==> config.mk <==
export PLATFORM = sky130hd
export DESIGN_NAME = tpin_ctrl
export DESIGN_NICKNAME = d
export VERILOG_FILES = /design/src/rtl/tpin_pkg.sv /design/src/rtl/tpin_sync.sv /design/src/rtl/tpin_evt.sv /design/src/rtl/tpin_ctrl.sv
export SDC_FILE = /design/constraint.sdc
export NUM_CORES = 1
export LEC_CHECK = 0
export CAP_MARGIN = 30
export CELL_PAD_IN_SITES_DETAIL_PLACEMENT = 1
export CELL_PAD_IN_SITES_GLOBAL_PLACEMENT = 2
export CORE_MARGIN = 3
export CORE_UTILIZATION = 13
export CTS_CLUSTER_DIAMETER = 80
export DETAILED_ROUTE_END_ITERATION = 8
export HOLD_SLACK_MARGIN = 0.03
export PLACE_DENSITY = 0.79
export REMOVE_ABC_BUFFERS = 1
export SLEW_MARGIN = 20
export SYNTH_ARGS = -nofsm -noshare
export SYNTH_HDL_FRONTEND = slang
export SYNTH_SLANG_ARGS = --single-unit
==> constraint.sdc <==
create_clock -name clk -period 1.7 [get_ports clk]
set_input_delay 0.34 -clock clk [delete_from_list [all_inputs] [get_ports clk]]
set_output_delay 0.34 -clock clk [all_outputs]
set_load 0.05 [all_outputs]
==> src/rtl/tpin_pkg.sv <==
package tpin_pkg;

  localparam int unsigned BUS_W = 32;

  // channel function codes (mode bits [2:0])
  localparam logic [2:0] FN_CAPTURE = 3'd1;
  localparam logic [2:0] FN_COMPARE = 3'd2;
  localparam logic [2:0] FN_PWM     = 3'd3;
  localparam logic [2:0] FN_GPIO    = 3'd4;

  // field positions inside the mode word
  localparam int unsigned FN_LSB   = 0;
  localparam int unsigned DRV_LSB  = 4;
  localparam int unsigned IEN_BIT  = 8;
  localparam int unsigned EDGE_LSB = 16;

  // field positions inside the status word
  localparam int unsigned LVL_BIT  = 8;

  // register byte offsets
  localparam logic [3:0] MODE_OFS = 4'h0;
  localparam logic [3:0] STAT_OFS = 4'hC;

  typedef struct packed {
    logic [1:0] edge_sel;  // bit0 rising, bit1 falling
    logic       irq_en;
    logic [1:0] drive;     // [1] enable driver, [0] level
    logic [2:0] fn;
  } mode_t;

endpackage

==> src/rtl/tpin_sync.sv <==
module tpin_sync #(
  parameter int unsigned STAGES = 2
) (
  input  logic clk,
  input  logic rst_n,
  input  logic pin_i,
  output logic level_o,
  output logic rise_o,
  output logic fall_o
);
  // STAGES synchroniser flops plus one history flop
  logic [STAGES:0] shift_q;

  always_ff @(posedge clk or negedge rst_n) begin
    if (!rst_n) shift_q <= '0;
    else        shift_q <= {shift_q[STAGES-1:0], pin_i};
  end

  assign level_o = shift_q[STAGES-1];
  assign rise_o  =  shift_q[STAGES-1] & ~shift_q[STAGES];
  assign fall_o  = ~shift_q[STAGES-1] &  shift_q[STAGES];

  AST_RISE_IS_CHANGE: assert property (@(posedge clk) disable iff (!rst_n)
    rise_o |-> (level_o && !$past(level_o)));
  AST_FALL_IS_CHANGE: assert property (@(posedge clk) disable iff (!rst_n)
    fall_o |-> (!level_o && $past(level_o)));

endmodule

==> src/rtl/tpin_evt.sv <==
module tpin_evt #(
  parameter int unsigned EVT_W = 4
) (
  input  logic             clk,
  input  logic             rst_n,
  input  logic [EVT_W-1:0] set_i,
  input  logic [EVT_W-1:0] clr_i,
  output logic [EVT_W-1:0] flags_o
);
  for (genvar i = 0; i < EVT_W; i++) begin : g_flag
    logic flag_q;

    // a set in the same cycle as a clear takes priority
    always_ff @(posedge clk or negedge rst_n) begin
      if (!rst_n)        flag_q <= 1'b0;
      else if (set_i[i]) flag_q <= 1'b1;
      else if (clr_i[i]) flag_q <= 1'b0;
    end

    assign flags_o[i] = flag_q;

    AST_SET_WINS: assert property (@(posedge clk) disable iff (!rst_n)
      set_i[i] |=> flags_o[i]);
    AST_FLAG_STICKY: assert property (@(posedge clk) disable iff (!rst_n)
      (flags_o[i] && !clr_i[i]) |=> flags_o[i]);
    AST_CLEAR_TAKES: assert property (@(posedge clk) disable iff (!rst_n)
      (clr_i[i] && !set_i[i]) |=> !flags_o[i]);
  end

endmodule

==> src/rtl/tpin_ctrl.sv <==
module tpin_ctrl
  import tpin_pkg::*;
#(
  parameter int unsigned ADDR_W      = 4,
  parameter int unsigned EVT_W       = 4,
  parameter int unsigned SYNC_STAGES = 2
) (
  input  logic              clk,
  input  logic              rst_n,
  input  logic              bus_en,
  input  logic              bus_we,
  input  logic [ADDR_W-1:0] bus_addr,
  input  logic [BUS_W-1:0]  bus_wdata,
  output logic [BUS_W-1:0]  bus_rdata,
  input  logic              pin_in,
  output logic              pin_out,
  output logic              pin_oe,
  output logic              irq
);
  localparam logic [ADDR_W-1:0] A_MODE = ADDR_W'(MODE_OFS);
  localparam logic [ADDR_W-1:0] A_STAT = ADDR_W'(STAT_OFS);

  mode_t             mode_q;
  logic              level;
  logic              rise;
  logic              fall;
  logic              capture;
  logic              hit;
  logic              mode_wr;
  logic              stat_wr;
  logic [EVT_W-1:0]  evt_set;
  logic [EVT_W-1:0]  evt_clr;
  logic [EVT_W-1:0]  flags;
  logic              unused_wbits;

  assign mode_wr = bus_en && bus_we && (bus_addr == A_MODE);
  assign stat_wr = bus_en && bus_we && (bus_addr == A_STAT);

  // mode register: only the defined fields are stored
  always_ff @(posedge clk or negedge rst_n) begin
    if (!rst_n) begin
      mode_q <= '0;
    end else if (mode_wr) begin
      mode_q.fn       <= bus_wdata[FN_LSB +: 3];
      mode_q.drive    <= bus_wdata[DRV_LSB +: 2];
      mode_q.irq_en   <= bus_wdata[IEN_BIT];
      mode_q.edge_sel <= bus_wdata[EDGE_LSB +: 2];
    end
  end

  assign unused_wbits = ^{bus_wdata[31:18], bus_wdata[15:9], bus_wdata[7:6],
                          bus_wdata[3]};

  tpin_sync #(.STAGES(SYNC_STAGES)) u_sync (
    .clk     (clk),
    .rst_n   (rst_n),
    .pin_i   (pin_in),
    .level_o (level),
    .rise_o  (rise),
    .fall_o  (fall)
  );

  assign capture = (mode_q.fn == FN_CAPTURE);
  assign hit     = capture && ((mode_q.edge_sel[0] && rise) ||
                               (mode_q.edge_sel[1] && fall));
  assign evt_set = {{(EVT_W-1){1'b0}}, hit};
  assign evt_clr = stat_wr ? bus_wdata[EVT_W-1:0] : '0;

  tpin_evt #(.EVT_W(EVT_W)) u_evt (
    .clk     (clk),
    .rst_n   (rst_n),
    .set_i   (evt_set),
    .clr_i   (evt_clr),
    .flags_o (flags)
  );

  // pin drive: input capture keeps the driver off
  assign pin_oe  = mode_q.drive[1] && !capture;
  assign pin_out = pin_oe && mode_q.drive[0];

  assign irq = mode_q.irq_en && (|flags);

  always_comb begin
    bus_rdata = '0;
    if (bus_en && !bus_we) begin
      if (bus_addr == A_MODE) begin
        bus_rdata[FN_LSB +: 3]   = mode_q.fn;
        bus_rdata[DRV_LSB +: 2]  = mode_q.drive;
        bus_rdata[IEN_BIT]       = mode_q.irq_en;
        bus_rdata[EDGE_LSB +: 2] = mode_q.edge_sel;
      end else if (bus_addr == A_STAT) begin
        bus_rdata[EVT_W-1:0] = flags;
        bus_rdata[LVL_BIT]   = level;
      end
    end
  end

  AST_CAPTURE_NO_DRIVE: assert property (@(posedge clk) disable iff (!rst_n)
    (mode_q.fn == FN_CAPTURE) |-> !pin_oe);
  AST_MASKED_IRQ: assert property (@(posedge clk) disable iff (!rst_n)
    !mode_q.irq_en |-> !irq);
  AST_IRQ_HAS_SOURCE: assert property (@(posedge clk) disable iff (!rst_n)
    irq |-> (flags != '0));
  AST_MODE_HOLD: assert property (@(posedge clk) disable iff (!rst_n)
    !mode_wr |=> $stable(mode_q));
  AST_UPPER_FLAGS_IDLE: assert property (@(posedge clk) disable iff (!rst_n)
    flags[EVT_W-1:1] == '0);

endmodule

# == Word level (Yosys, flattened, before mapping) ==
# Index checks and enable logic that the tools add are counted.
# classes
eq_ne,2
n_mux,13
bitwise,4
n_reduce_logical,15
# ops
operator,count
$logic_and 1x1->1,10
$mux 1,8
$mux 2,3
$mux 6,1
$eq 4x4->1 const B,1
$logic_not 4->1,1
$eq 3x1->1 const B,1
$mux 3,1
$and 1x1->1,2
$logic_not 1->1,2
$not 1->1,2
$reduce_bool 2->1,1
$logic_or 1x1->1,1
# word_totals
regBits,12
input_bits,41
out_inout_bits,35
elab_cells,40

# == Logic depth before layout (Yosys ltp) ==
# logic_depth
word_depth,6
ltp_mapped,3
mapped_depth_nobuf,3

# == Cells and area by module ==
# Synthesis repeated with hierarchy kept, for this count alone.
# hier_totals
cells_unflattened,92
area_unflattened_um2,949.7
# by_module_without_submodules
mod,n_inst,cells_per_inst,area_per_inst_um2,seq_area_each_um2
tpin_ctrl,1,71,684.4,200.2
tpin_evt,1,16,175.2,100.1
tpin_sync,1,5,90.1,75.1

# == Least setup slack after synthesis ==
# No wires, ideal clock.
# synth_timing
kind,input-to-output
startpoint,input bus_we
endpoint,output bus_rdata[0]
t_arrival_ps,1802
required_time_ps,1360
setup_slack_ps,-442
stages,2
n_path_buf,0
cell_sequence,or4b_2 -> a21oi_1
# synth_between
elab_chain_cells,3
# synth_rtl
element,line_no,source
start: declaration,tpin_ctrl.sv:11,"input logic bus_we,"
$logic_not 1->1,tpin_ctrl.sv:85,if (bus_en && !bus_we) begin
$logic_and 1x1->1,tpin_ctrl.sv:85,
$mux 6,tpin_ctrl.sv:85,
end: declaration,tpin_ctrl.sv:14,"output logic [BUS_W-1:0] bus_rdata,"
# Every way passes these cells.

# == Final worst setup path ==
# layout_timing
startpoint,input bus_addr[2]
endpoint,output bus_rdata[2]
# layout_between
elab_chain_cells,3
# layout_rtl
element,line_no,source
start: declaration,tpin_ctrl.sv:12,"input logic [ADDR_W-1:0] bus_addr,"
$logic_not 4->1,tpin_ctrl.sv:86,if (bus_addr == A_MODE) begin
$mux 3,tpin_ctrl.sv:86,
$mux 6,tpin_ctrl.sv:85,
# Every way passes these cells.

==> flow_summary.toml <==
[synth]
synthTopCellsByCount = "24 x buf_4, 12 x dfrtp_1, 8 x and2_1, 8 x mux2_2, 4 x nand2_1"
synth_top_area_share_pct = 39.3
syn_area_per_cell_um2 = 10.5
ys_seq_area_share_pct = 39.3
synthDistinctLibCells = 19
synth.most_common_cell = "buf_4"
yosys_warnings = 0
synth-main-ff-cell = "dfrtp_1"
synthTopCellsByArea = "dfrtp_1 39%, buf_4 24%, mux2_2 12%, and2_1 6.5%, nor2_8 2.6%"
async_flop_share_pct = 100
synth-edff-count = 0
syn_area_um2 = 764
synth_seq_cells = 12
syn_inst = 73
synth_top_cell_by_area = "dfrtp_1"

[timing]
rsz0062_at_grt = "true"
fin_crit_ps = 1960
fmax_mhz = 509
final_max_slew_viol_count = 0
hold_viol = 0
setup_violations = 6
worst_slack_ps = -263
skew_ps = 1.97
tightest_slew_ps = 569
slew_headroom_pct = 61.9
fin_crit_sh_pct = 115

[cts]
clk_pin_slew_ps = 50
cts_max_path_buffers = 2
clock-sinks = 12
holdBufCountCts = 0
cts_tree = "built"
numCtsBuffers = 3
htree_levels = 1
clockRootBuffer = "clkbuf_8"
insertion_delay_ps = 240

[finish]
fin_nets = 156
finalNonFillerCells = 185
final_util_pct = 23.2
area_growth_pct = 69.9
drive_gt1_share_pct = 47.8
n_antenna_cell = 0

[critical_path]
critPathArrivalTime_ps = 1620
worst-r2r-setup-slack_ps = 810
required_ps = 1360
end_kind = "primary output"
worstSetupPathType = "input pin to primary output"
worstSetupStartpointType = "input pin"
path_max_fanout = 6

[worst_hold_path]
hold_path_class = "flop to flop"

[power]
leakage_nw = 0.584
ir_drop_mv = 0.311
power.density_nw_per_um2 = 788

[global_route]
grt_pass1_vias = 647
grt_remaining_overflow = 0
grt_max_degree = 13
antenna_found_initial = 0
grt_pass1_wl_um = 2970
grt_usage_pct = 5.89

[placement]
portBuffers = 27
placed_cells = 179
dpl_worst_slack_ps = -678
gp_congestion = 0.662

[floorplanning]
row_count = 27
io_pins = 76
die_y_um = 82.7
die_area_um2 = 6840
core_um2 = 5610
start_util_pct = 13.6
die_w_um = 82.7

[job]
maxCapViolCount = 0

[status]
violations = "setup timing"
outcome = "complete, but fails checks"

[drt]
wl_met1_um = 745
met2_length_um = 916
drc = 0
dr.pass1.iters = 2
routed_wl_um = 1930
drt_iter0_drc = 8
met3_length_um = 255
vias_per_cell = 3.28
ant_nets = 0
wl_per_cell_um = 10.4
highest_layer = "met4"
num_vias = 606
[routing by layer]
metal  track usage (%)  vias to the layer above
li1                  -                      279
met1              6.34                      291
met2              9.78                       34
met3              3.58                        2
met4              1.47                        0
met5                 0                        -
[placed cells by master, fill, tap and decap left out]
master,n
conb_1,24
dfrtp_1,12
buf_12,11
buf_4,11
clkdlybuf4s50_1,10
mux2_2,8
and2_4,7
nand2_1,4
buf_2,4
nand3_1,3
clkbuf_8,3
nor3b_2,2
a21oi_4,2
buf_6,2
or4_4,1
nor2_2,1
or4b_4,1
nor2b_1,1
and2_1,1
nor2_8,1
or4_1,1
nand3b_1,1
o21ai_0,1
a22o_1,1
[flip-flops by register name, indices dropped and copies added, names as in the netlist]
name	flops
u_evt.g_flag.flag_q	1
u_sync.shift_q	3
mode_q	8
[final timing paths]
path,end,from,depth (start not counted)
setup reg to reg,mode_q[1],mode_q[1],2
hold / removal,u_sync.shift_q[1],u_sync.shift_q[0],0
min in group asynchronous,mode_q[4],rst_n,1
hold reg to reg,u_sync.shift_q[1],u_sync.shift_q[0],0
max in group asynchronous,mode_q[0],rst_n,1
setup / recovery,bus_rdata[2],bus_addr[2],6
[repair_timing]
action                                  4_1_cts  5_1_grt
buffers inserted                              1        2
pin swaps                                     8        5
endpoints found under the setup margin       18        9
resized for setup                            37        3
[cell type report]
| cell class | instances | area, um^2 |
|---|---|---|
| well taps | 72 | 90.1 |
| repair buffers | 38 | 445 |
| multi-input cells | 60 | 422 |
| clock buffers | 3 | 41.3 |
| fillers | 654 | 4310 |
| flip-flops and latches | 12 | 300 |
[where the power goes]
part	internal (mW)	switching, mW
logic	0.159	0.234
registers	0.339	0.0398
clock network	0.155	0.0961
[logic make-up after synthesis]
group	count (synthesis)	synth area share [%]
AND/OR/NAND/NOR	24	21.8
flip-flops	12	39.3
AO/OA/AOI/OAI	4	3.11
multiplexers	8	11.8
buffers and inverters	24	23.6
other	1	0.491
[critical path, cell delays in order]
cell and delay (ps):
buf_6 90, or4_4 540, nor3b_2 190, buf_4 180, and2_4 160, buf_12 130
[per-stage QoR]
step	cell area, um^2	hold slack (ps)	TNS [ps]	power (mW)
floorplan	671	44.4	-2810	0.603
global placement	1200	341	-8390	0.755
detailed placement	1200	353	-8880	0.758
CTS	1280	364	-1740	1.03
global route	1300	381	-1920	1.09
finish	1300	357	-1550	1.02
(Power assumes the default switching activity.)
